**src/rtl/lss_pkg.sv**
```systemverilog
// Package: shared types for the low-side channel diagnostic block.
// Assumes all flags are active high after synchronization.
package lss_pkg;
    typedef struct packed {
        logic ctrl;
        logic en;
        logic stby;
        logic ovl;
        logic otemp;
        logic ol_on;
        logic ol_off;
    } lss_in_t;

    localparam int LSS_IN_W = $bits(lss_in_t);
endpackage

```
**src/rtl/lss_sync.sv**
```systemverilog
// Module: multi-bit flop-chain synchronizer, one chain per bit.
// Assumes bits are independent levels (no bus coherency needed), STAGES >= 2.
module lss_sync #(
    parameter int W      = 7,
    parameter int STAGES = 2
) (
    input  logic         clk,
    input  logic         rst_n,
    input  logic [W-1:0] d,
    output logic [W-1:0] q
);
    logic [STAGES-1:0][W-1:0] stg;

    // shift asynchronous levels through the chain
    always_ff @(posedge clk) begin
        if (!rst_n) stg <= '0;
        else        stg <= {stg[STAGES-2:0], d};
    end

    assign q = stg[STAGES-1];
endmodule

```
**src/rtl/lss_fault_latch.sv**
```systemverilog
// Module: qualifies overload/overtemperature and holds the shutdown latch.
// Sets after QUAL_CYC consecutive fault cycles while commanded on; releases
// after SUPP_CYC consecutive cycles of control low. clr (standby) wipes it.
module lss_fault_latch #(
    parameter int QUAL_CYC = 6,
    parameter int SUPP_CYC = 10
) (
    input  logic clk,
    input  logic rst_n,
    input  logic clr,
    input  logic demand,
    input  logic ctrl,
    input  logic fault,
    output logic latched
);
    localparam int QW = $clog2(QUAL_CYC + 1);
    localparam int SW = $clog2(SUPP_CYC + 1);

    logic [QW-1:0] qcnt;
    logic [SW-1:0] scnt;
    logic          arm;

    assign arm = demand && fault && !latched;

    // qualification and release counters plus the latch itself
    always_ff @(posedge clk) begin
        if (!rst_n || clr) begin
            latched <= 1'b0;
            qcnt    <= '0;
            scnt    <= '0;
        end else begin
            if (arm) begin
                if (qcnt == QW'(QUAL_CYC - 1)) begin
                    latched <= 1'b1;
                    qcnt    <= '0;
                end else begin
                    qcnt <= qcnt + QW'(1);
                end
            end else begin
                qcnt <= '0;
            end
            if (latched && !ctrl) begin
                if (scnt == SW'(SUPP_CYC - 1)) begin
                    latched <= 1'b0;
                    scnt    <= '0;
                end else begin
                    scnt <= scnt + SW'(1);
                end
            end else begin
                scnt <= '0;
            end
        end
    end


    lat_set_chk: assert property (@(posedge clk) disable iff (!rst_n)
        $rose(latched) |-> $past(fault && demand));

    lat_rel_chk: assert property (@(posedge clk) disable iff (!rst_n)
        ($fell(latched) && !$past(clr)) |-> $past(!ctrl));
endmodule

```
**src/rtl/lss_persist.sv**
```systemverilog
// Module: persistence filter; q rises once din has been high N edges in a row.
// Assumes N >= 1; any low cycle restarts the count.
module lss_persist #(
    parameter int N = 8
) (
    input  logic clk,
    input  logic rst_n,
    input  logic din,
    output logic q
);
    localparam int NW = $clog2(N + 1);

    logic [NW-1:0] cnt;

    // saturating run-length counter
    always_ff @(posedge clk) begin
        if (!rst_n || !din)  cnt <= '0;
        else if (cnt != NW'(N)) cnt <= cnt + NW'(1);
    end

    assign q = (cnt == NW'(N));


    olf_rise_chk: assert property (@(posedge clk) disable iff (!rst_n)
        $rose(q) |-> $past(din));
endmodule

```
**src/rtl/lss_status_hold.sv**
```systemverilog
// Module: status stretcher; rises at once, falls after HOLD_CYC low cycles.
// Assumes HOLD_CYC >= 1; clr forces the held status low.
module lss_status_hold #(
    parameter int HOLD_CYC = 40
) (
    input  logic clk,
    input  logic rst_n,
    input  logic clr,
    input  logic raw,
    output logic stat
);
    localparam int HW = $clog2(HOLD_CYC + 1);

    logic [HW-1:0] hcnt;

    // immediate set, delayed release
    always_ff @(posedge clk) begin
        if (!rst_n || clr) begin
            stat <= 1'b0;
            hcnt <= '0;
        end else if (raw) begin
            stat <= 1'b1;
            hcnt <= '0;
        end else if (stat) begin
            if (hcnt == HW'(HOLD_CYC - 1)) begin
                stat <= 1'b0;
                hcnt <= '0;
            end else begin
                hcnt <= hcnt + HW'(1);
            end
        end
    end


    hold_fall_chk: assert property (@(posedge clk) disable iff (!rst_n)
        ($fell(stat) && !$past(clr)) |-> $past(!raw));
endmodule

```
**src/rtl/lss_chan_diag.sv**
```systemverilog
// Module: one channel of low-side switch control and diagnostics (top).
// Assumes asynchronous comparator levels at the ports; all timing in cycles.
module lss_chan_diag
    import lss_pkg::*;
#(
    parameter int SYNC_STAGES = 2,
    parameter int QUAL_CYC    = 6,
    parameter int SUPP_CYC    = 10,
    parameter int OLF_CYC     = 8,
    parameter int HOLD_CYC    = 40,
    parameter int MASK_CYC    = 20
) (
    input  logic clk,
    input  logic rst_n,
    input  logic ctrl_in,
    input  logic enable_in,
    input  logic standby_in,
    input  logic ovl_in,
    input  logic otemp_in,
    input  logic olon_in,
    input  logic oloff_in,
    output logic gate_on,
    output logic status_out
);
    localparam int MW = $clog2(MASK_CYC + 1);

    lss_in_t        pins;
    lss_in_t        s;
    logic [LSS_IN_W-1:0] s_vec;
    logic           demand, latched, olf_din, olf_q, err, cmd, raw, stat;
    logic [MW-1:0]  mcnt;

    assign pins.ctrl   = ctrl_in;
    assign pins.en     = enable_in;
    assign pins.stby   = standby_in;
    assign pins.ovl    = ovl_in;
    assign pins.otemp  = otemp_in;
    assign pins.ol_on  = olon_in;
    assign pins.ol_off = oloff_in;

    lss_sync #(.W(LSS_IN_W), .STAGES(SYNC_STAGES)) u_sync (
        .clk(clk), .rst_n(rst_n), .d(pins), .q(s_vec)
    );
    assign s = lss_in_t'(s_vec);

    assign demand = s.stby && s.en && s.ctrl;

    lss_fault_latch #(.QUAL_CYC(QUAL_CYC), .SUPP_CYC(SUPP_CYC)) u_latch (
        .clk(clk), .rst_n(rst_n), .clr(!s.stby), .demand(demand),
        .ctrl(s.ctrl), .fault(s.ovl || s.otemp), .latched(latched)
    );

    assign gate_on = demand && !latched;

    assign olf_din = s.stby && s.ol_off && !gate_on;

    lss_persist #(.N(OLF_CYC)) u_olf (
        .clk(clk), .rst_n(rst_n), .din(olf_din), .q(olf_q)
    );

    assign err = latched || (gate_on && s.ol_on) || (!gate_on && olf_q);
    assign cmd = s.en && s.ctrl;
    assign raw = cmd ^ err;

    lss_status_hold #(.HOLD_CYC(HOLD_CYC)) u_hold (
        .clk(clk), .rst_n(rst_n), .clr(!s.stby), .raw(raw), .stat(stat)
    );

    // settle mask after reset release or standby wake
    always_ff @(posedge clk) begin
        if (!rst_n || !s.stby)       mcnt <= '0;
        else if (mcnt != MW'(MASK_CYC)) mcnt <= mcnt + MW'(1);
    end

    assign status_out = stat && s.stby && (mcnt == MW'(MASK_CYC));


    mask_chk: assert property (@(posedge clk) disable iff (!rst_n)
        $rose(s.stby) |-> !status_out);

    stby_clr_chk: assert property (@(posedge clk) disable iff (!rst_n)
        !s.stby |=> !latched);
endmodule

```
**config.mk**
```make
export PLATFORM = sky130hd
export DESIGN_NAME = lss_chan_diag
export DESIGN_NICKNAME = d
export VERILOG_FILES = /design/src/rtl/lss_pkg.sv /design/src/rtl/lss_sync.sv /design/src/rtl/lss_fault_latch.sv /design/src/rtl/lss_persist.sv /design/src/rtl/lss_status_hold.sv /design/src/rtl/lss_chan_diag.sv
export SDC_FILE = /design/constraint.sdc
export NUM_CORES = 1
export LEC_CHECK = 0
export BUFFER_PORTS_ARGS = -buffer_cell sky130_fd_sc_hd__buf_2
export CAP_MARGIN = 15
export CORE_MARGIN = 2
export CORE_UTILIZATION = 40
export CTS_BUF_LIST = sky130_fd_sc_hd__clkbuf_8
export DETAILED_ROUTE_END_ITERATION = 8
export MAX_ROUTING_LAYER = met4
export PLACE_DENSITY = 0.67
export REMOVE_ABC_BUFFERS = 1
export SYNTH_ARGS = -nofsm -noshare
export SYNTH_HDL_FRONTEND = slang
export SYNTH_SLANG_ARGS = --single-unit
```
**constraint.sdc**
```tcl
create_clock -name clk -period 2.6 [get_ports clk]
set_input_delay 0.52 -clock clk [delete_from_list [all_inputs] [get_ports clk]]
set_output_delay 0.52 -clock clk [all_outputs]
set_load 0.01 [all_outputs]
```
---- After elaboration in Yosys (flattened, before gate mapping) ----
Index checks and enable logic that the tools add are counted.
word-level totals
  bits in registers ....................... 38
  input port bits ......................... 9
  word-level logic and storage cells ...... 59
cells by class
  add/subtract/negate cells ............... 5
  equality and inequality tests ........... 7
  muxes and demuxes ....................... 8
  bitwise logic cells ..................... 3
  reductions and logical operators ........ 27
operator list
  operator               count
  $logic_and A1 B1 Y1    13
  $add A4 B1 Y4 const B  2
  $eq A4 B4 Y1 const B   2
  $mux W1                7
  $add A6 B1 Y6 const B  1
  $eq A6 B6 Y1 const B   1
  $logic_not A1 Y1       6
  $mux W6                1
  $reduce_or A3 Y1       2
  $add A5 B1 Y5 const B  1
  $eq A5 B5 Y1 const B   1
  $logic_or A1 B1 Y1     5
  $ne A5 B5 Y1 const B   1
  $ne A4 B4 Y1 const B   1
  $add A3 B1 Y3 const B  1
  $eq A3 B3 Y1 const B   1
  $not A1 Y1             2
  $reduce_or A2 Y1       1
  $xor A1 B1 Y1          1

---- Logic depth before layout (Yosys ltp) ----
Gate-level depths: netlist of the first run.
  word-level depth ........................ 8
  gate-level depth with buffers ........... 5
  mapped depth without buffers ............ 5

---- Cells and area by module ----
Synthesis of the first run repeated with hierarchy kept, for this count alone.
second synthesis, totals
  cell total of the unflattened synthesis .. 167
  area total of the unflattened synthesis .. 1662.8 µm²
modules (own cells, without submodules)
  module           times used  cells each  area each (µm²)  seq. area each (µm²)
  lss_sync         1           36          444.2            280.3
  lss_fault_latch  1           36          361.6            160.2
  lss_status_hold  1           35          325.3            140.1
  lss_chan_diag    1           37          312.8            100.1
  lss_persist      1           23          219.0            80.1

---- Worst setup path before layout of the first run ----
OpenSTA, ideal clock, no wires.
  path kind ............................... register to output
  start ................................... register mcnt[0]
  end ..................................... output port status_out
  data arrival time ....................... 936 ps
  slack ................................... 1144 ps
  cell stages (with the launch flop) ...... 5
  buffers on the path ..................... 0
  cells stage by stage .................... dfxtp_1 -> inv_1 -> ha_1 -> nand4b_1 -> nor2_1
between the ends
  cells in the longest elaborated chain, start to end .. 2
ends and longest elaborated chain
  item                    line                 RTL
  start, declared         lss_chan_diag.sv:31  logic [MW-1:0] mcnt;
  start signal, assigned  lss_chan_diag.sv:72  else if (mcnt != MW'(MASK_CYC)) mcnt <= mcnt + MW'(1);
  $eq A5 B5 Y1            lss_chan_diag.sv:75  assign status_out = stat && s.stby && (mcnt == MW'(MASK_CYC));
  $logic_and A1 B1 Y1     lss_chan_diag.sv:75
  end, declared           lss_chan_diag.sv:23  output logic status_out
Every way passes these cells.

---- Worst setup path after layout of the first run ----
Ends and elaborated chain as after synthesis.

==> reports/metrics.csv, run 1 <==
stage,metric,value,unit
critical_path,worst-setup-path-type,flop to output pin,
critical_path,cp-end-kind,output pin,
clock_tree,cts_root_buf,clkbuf_8,
floorplan,die_area,0.00438,mm2
routing,drt_wl_total,2.40,mm
clock_tree,hold_buffers,0,
routing,dr.max_layer_used,met4,
critical_path,cp.arrival,1.36,ns
routing,drt_iter0_drc,42,
finish,n_fill_cell,362,
routing,met1Wirelength,1.04,mm
placed_design,portBuffers,10,
synthesis,synth_cells,154,
placed_design,post-dp-hpwl,1.74,mm
synthesis,yosys_warnings,0,
floorplan,num_io_pins,11,
clock_tree,cts_resized,0,
clock_tree,clock_latency,0.29,ns
floorplan,fp.coreArea,0.00369,mm2
clock_tree,path_clk_slew,0.07,ns
timing,tns,0,ns
critical_path,crit_path_start_kind,flop,
critical_path,worstRegToRegCells,5,
critical_path,crit_chain,"inv_1, ha_1, nand4b_1, nor2_1, buf_2",
clock_tree,cts_tree,done,
pwr,p_leak,0.663,nW
grt,overflow,0,
timing,hold_viol_final,0,
grt,antenna_found_initial,0,
timing,maxSlewViolCount,0,
critical_path,crit_slowest_cell,dfxtp_1,
floorplan,die_y,66.2,um
critical_path,reg2reg_to,u_hold.hcnt[5],
timing,fin_crit,1.88,ns
clock_tree,htreeDepth,2,
timing,grt_setup_unrepaired,false,
timing,period_share,72.2,%
finish,final_cell_mix,"dfxtp_1, nor2_1, and2_1",
floorplan,rows,22,
critical_path,critPathRequiredTime,2.08,ns
critical_path,r2r_slack,1.25,ns
pwr,irDropWorstVdd,0.450,mV
clock_tree,clock-sinks,38,
routing,vias,1038,
clock_tree,cts_buffer_depth,2,
finish,syn2layout_area_growth,15.0,%
worst_hold_path,hold_end,u_sync.stg[3],
timing,slew_headroom,75.6,%
critical_path,worstReg2RegStart,u_olf.cnt[0],
floorplan,die_x,66.2,um
grt,grt_max_degree,17,
timing,fin_ws,0.722,ns
synthesis,synth.avg_cell_area,10.0,um2
worst_hold_path,worstHoldStart,ovl_in,
placed_design,gp_congestion,0.789,
routing,dr_wl_met3,90,um
finish,multi_input_area,741,um2
placed_design,dp_slack,1.04,ns
pwr,powerDensity,677,mW/mm2
worst_hold_path,hp-class,input port to flop,
worst_hold_path,worstHoldPathCells,2,
timing,setup_violations,0,
critical_path,crit_start,mcnt[0],
finish,final_nets,187,
floorplan,initial_utilization,41.9,%
clock_tree,cts_made_buffers,5,
grt,grt_pass1_vias,1048,
routing,drc_errors,0,
outcome,outcome,completed,
timing,max_freq,533,MHz
routing,ant_nets,0,
timing,tightestPinTransition,0.367,ns
finish,regArea,761,um2
grt,grt_usage,13.4,%
synthesis,ys_types,37,
routing,dr_wl_met2,1.21,mm
synthesis,synth-seq-area-share,49.2,%
critical_path,crit_path_max_fanout,5,
grt,grt_pass1_wl,4.26,mm
clock_tree,post_cts_buffers,0,
critical_path,max_stage_delay,0.40,ns
flow_run,cap_viol_max_count,0,
routing,wire_per_inst,11.0,um
routing,dr.pass1.iters,5,
timing,finalClockSkew,0.00315,ns
finish,layout_commonest_cell,dfxtp_1,
routing,routed_via_density,4.76,
finish,antenna_cells,0,
finish,drive_above_1_share,14.7,%
synthesis,ys_ff_latch,38,
synthesis,netlist_area,0.00155,mm2
## worst max-delay path, delay by kind of cell, from the launching register on
kind | cells | cell delay [ns]
flops | 1 | 0.40
simple gates | 2 | 0.28
buf+inv | 2 | 0.20
fa+ha+maj | 1 | 0.19
## metrics by stage
step	power (W)	cell area, um2	utilization [%]	hold slack [ns]	cells
2_1_floorplan	0.000620	1530	-	0.412	152
5_1_grt	0.00124	1780	48.2	0.430	218
6_report	0.00120	1780	48.2	0.433	218
3_3_place_gp	0.000630	1640	44.5	0.415	210
4_1_cts	0.00122	1780	48.2	0.425	218
3_5_place_dp	0.000631	1640	44.5	0.419	210
## routing by layer
layer,track usage (%),vias up
li1,-,545
met1,13.8,474
met2,21.9,14
met3,5.28,5
met4,7.65,0
met5,-,-
## worst max-delay path by stage
stage | cells after the start | end | slack (ns)
2_1_floorplan | 4 | status_out | 1.14
3_3_place_gp | 5 | status_out | 1.08
4_1_cts | 5 | status_out | 0.72
3_5_place_dp | 5 | status_out | 1.04
5_1_grt | 5 | status_out | 0.61
6_report | 5 | status_out | 0.72
## where the power goes
group          internal (W)  total (W)  switching, W
clock network      0.000384   0.000587      0.000203
logic             0.0000116  0.0000202    0.00000855
registers          0.000592   0.000597    0.00000476
## sequential cells by signal, indices dropped and copies added, names as in the netlist
name             cells
mcnt                 5
u_hold.hcnt          6
u_hold.stat          1
u_latch.latched      1
u_latch.qcnt         3
u_latch.scnt         4
u_olf.cnt            4
u_sync.q             7
u_sync.stg           7
## cells in the mapped netlist
cell | n | share of area [%]
or3_1 | 1 | 0.40
nor2b_1 | 1 | 0.40
or2_0 | 1 | 0.40
and2_4 | 2 | 1.1
nand3_1 | 6 | 1.9
nand4_1 | 3 | 1.2
o22ai_1 | 1 | 0.40
buf_6 | 1 | 0.73
a21oi_2 | 1 | 0.57
xnor2_1 | 6 | 3.4
and3b_1 | 1 | 0.57
xor2_1 | 3 | 1.7
a21bo_2 | 1 | 0.65
a31oi_1 | 2 | 0.81
a211oi_1 | 1 | 0.49
nand4bb_1 | 1 | 0.73
o21ai_0 | 2 | 0.65
a21oi_1 | 3 | 0.97
o2111ai_2 | 1 | 0.97
mux2i_1 | 4 | 2.6
inv_1 | 8 | 1.9
nand4b_1 | 2 | 1.1
and2_1 | 15 | 6.1
dfxtp_1 | 38 | 49
nor3b_1 | 2 | 0.97
a21o_1 | 1 | 0.49
nand3b_1 | 3 | 1.5
nand2b_1 | 3 | 1.2
nand3b_2 | 1 | 0.73
nand4bb_2 | 1 | 1.1
nand2_1 | 9 | 2.2
ha_1 | 9 | 7.3
or3b_1 | 1 | 0.57
o211ai_1 | 1 | 0.49
nor2_1 | 16 | 3.9
and3_1 | 1 | 0.40
clkbuf_1 | 1 | 0.24
## cells by family (layout without fill, tap and decap cells)
kind of cell,after synthesis,count (layout),share of synthesized area (%)
xor+xnor,9,9,5.10
mux,4,4,2.59
buf+inv,10,26,2.91
simple gates,70,70,26.5
fa+ha+maj,9,9,7.28
flops,38,38,49.2
compound gates,14,14,6.47
## cell type report
| type | instances | area share [%] |
|---|---|---|
| timing repair buffer | 10 | 2.81 |
| multi-input combinational | 106 | 41.6 |
| inverter | 8 | 1.69 |
| tap | 48 | 3.38 |
| clock inverter | 3 | 3.87 |
| sequential | 38 | 42.8 |
| clock buffer | 5 | 3.87 |
(Power assumes the default switching activity.)
==> run 2, diff against run 1 <==
--- a/config.mk
+++ b/config.mk
@@ -5,6 +5,7 @@
 export SDC_FILE = /design/constraint.sdc
 export NUM_CORES = 1
 export LEC_CHECK = 0
+export ABC_AREA = 1
 export BUFFER_PORTS_ARGS = -buffer_cell sky130_fd_sc_hd__buf_2
 export CAP_MARGIN = 15
 export CORE_MARGIN = 2
==> constraint.sdc (replaced) <==
create_clock -name clk -period 1.73 [get_ports clk]
set_input_delay 0.346 -clock clk [delete_from_list [all_inputs] [get_ports clk]]
set_output_delay 0.346 -clock clk [all_outputs]
set_load 0.01 [all_outputs]
==> reports/metrics.csv, run 2 <==
stage,metric,value,unit
clock_tree,clock_latency,0.29,ns
timing,period_share,93.1,%
finish,multi_input_area,642,um2
timing,tns,0,ns
timing,holdWs,0.230,ns
finish,layout_commonest_cell,inv_1,
grt,grt_busiest_layer,met2,
critical_path,crit_path_start_kind,flop,
routing,drc_errors,0,
timing,maxSlewViolCount,0,
finish,final_nets,225,
routing,ant_nets,0,
grt,grt_usage,12.6,%
finish,drive_above_1_share,13.0,%
finish,n_fill_cell,360,
routing,wire_per_inst,8.73,um
timing,setup_violations,0,
clock_tree,cts_tree,done,
critical_path,worst-setup-path-type,flop to output pin,
synthesis,ys_types,24,
finish,final_cell_mix,"inv_1, dfxtp_1, nand2_1",
timing,tightestPinTransition,0.266,ns
synthesis,yosys-top-cells-area,"dfxtp_1, inv_1, nand2_1",
clock_tree,hold_buffers,0,
critical_path,crit_buf_inv,2,
grt,grt_max_degree,15,
critical_path,critPathRequiredTime,1.38,ns
clock_tree,path_clk_slew,0.07,ns
synthesis,synth_cells,191,
critical_path,max_stage_delay,0.32,ns
critical_path,crit_slowest_cell,dfxtp_1,
grt,antenna_found_initial,0,
floorplan,die_x,66.2,um
routing,vias,1119,
synthesis,synth_edf_count,0,
clock_tree,cts_root_buf,clkbuf_8,
routing,routed_via_density,4.37,
critical_path,crit_path_max_fanout,7,
placed_design,portBuffers,10,
clock_tree,cts_made_buffers,5,
floorplan,num_io_pins,11,
clock_tree,cts_buffer_depth,2,
grt,grt_pass1_wl,3.87,mm
routing,drt_iter0_drc,58,
timing,fin_crit,1.61,ns
outcome,outcome,completed,
placed_design,post-dp-hpwl,1.56,mm
synthesis,synth-seq-area-share,49.2,%
timing,grt_setup_unrepaired,false,
finish,finalInstanceArea,0.00178,mm2
floorplan,rows,22,
floorplan,fp.coreArea,0.00369,mm2
floorplan,initial_utilization,41.9,%
critical_path,crit_chain,"inv_1, ha_2, nand4_4, nor3_2, buf_2",
placed_design,placed_cell_area,0.00166,mm2
finish,antenna_cells,0,
grt,use_met3,5.62,%
synthesis,ys_top_cells_by_count,"dfxtp_1, inv_1, nand2_1",
grt,grt_pass1_vias,952,
synthesis,synth_top_cell_by_area,dfxtp_1,
critical_path,crit_family,flip-flops,
finish,regArea,762,um2
floorplan,die_y,66.2,um
timing,slew_headroom,82.1,%
worst_hold_path,hp-class,input port to flop,
grt,overflow,0,
synthesis,ys_ff_latch,38,
timing,finalClockSkew,0.00368,ns
pwr,powerDensity,933,mW/mm2
synthesis,yosys_warnings,0,
placed_design,gp_congestion,0.752,
critical_path,cp.arrival,1.26,ns
grt,grtUsageMet2,19.0,%
flow_run,cap_viol_max_count,0,
synthesis,synth_flop_cell,dfxtp_1,
synthesis,synth.avg_cell_area,8.10,um2
synthesis,netlist_area,0.00155,mm2
timing,max_freq,621,MHz
floorplan,die_area,0.00438,mm2
routing,dr.pass1.iters,4,
pwr,p_leak,0.846,nW
finish,fin_util,48.3,%
grt,grtUsageMet1,13.3,%
synthesis,async_flop_share,0,%
pwr,total_power,0.00166,W
clock_tree,post_cts_buffers,0,
synthesis,synth_top_area_share,49.2,%
timing,hold_viol_final,0,
critical_path,cp-end-kind,output pin,
finish,syn2layout_area_growth,15.2,%
clock_tree,htreeDepth,2,
routing,drt_wl_total,2.24,mm
clock_tree,clock-sinks,38,
clock_tree,cts_resized,0,
pwr,irDropWorstVdd,0.638,mV
-- run 2: cells by family after synthesis --
logic type	Yosys count	synth area share, %
XOR/XNOR	9	5.10
multiplexers	1	0.647
adder cells (fa/ha/maj)	9	7.28
AND/OR/NAND/NOR	79	22.6
flip-flops	38	49.2
AO/OA/AOI/OAI	14	4.85
buffers and inverters	41	10.4
-- run 2: stage by stage --
stage | worst slack [ns] | std cells
floorplan | 0.415 | 189
global placement | 0.384 | 248
detailed placement | 0.353 | 248
CTS | 0.0310 | 256
global route | 0.0214 | 256
finish | 0.120 | 256
-- run 2: metal layers --
layer | part of all wire (%) | vias up
li1 | - | 619
met1 | 49 | 477
met2 | 43 | 16
met3 | 4.7 | 7
met4 | 3.1 | 0
met5 | 0 | -
-- run 2: area by class of cell --
class / count / share of cell area [%]
multi-input cells: 112 / 36.0
well taps: 48 / 3.37
repair buffers: 11 / 3.23
flip-flops and latches: 38 / 42.8
inverters: 39 / 8.50
clock buffers: 5 / 3.86
clock inverters: 3 / 2.25
-- run 2: path summary, 6_finish.rpt --
path                                     from             end  slack [ns]  cells after the start
worst max-delay path                  mcnt[1]      status_out        0.12                      5
worst min-delay path                 otemp_in   u_sync.stg[2]        0.23                      3
worst max register to register   u_olf.cnt[0]  u_hold.hcnt[0]        0.46                      8
worst min register to register  u_sync.stg[1]     u_sync.q[1]        0.41                      2
-- run 2: report_power, final --
part	switching (W)	leakage [nW]	internal [W]	total [W]
registers	0.00000549	0.310	0.000891	0.000896
logic	0.0000206	0.479	0.0000167	0.0000373
clock network	0.000305	0.0579	0.000424	0.000729
total	0.000331	0.846	0.00133	0.00166
-- run 2: tightest hold or removal path, delay by kind of cell --
family,cells,cell delay [ns]
buffers and inverters,2,0.11
and+or+nand+nor,1,0.04
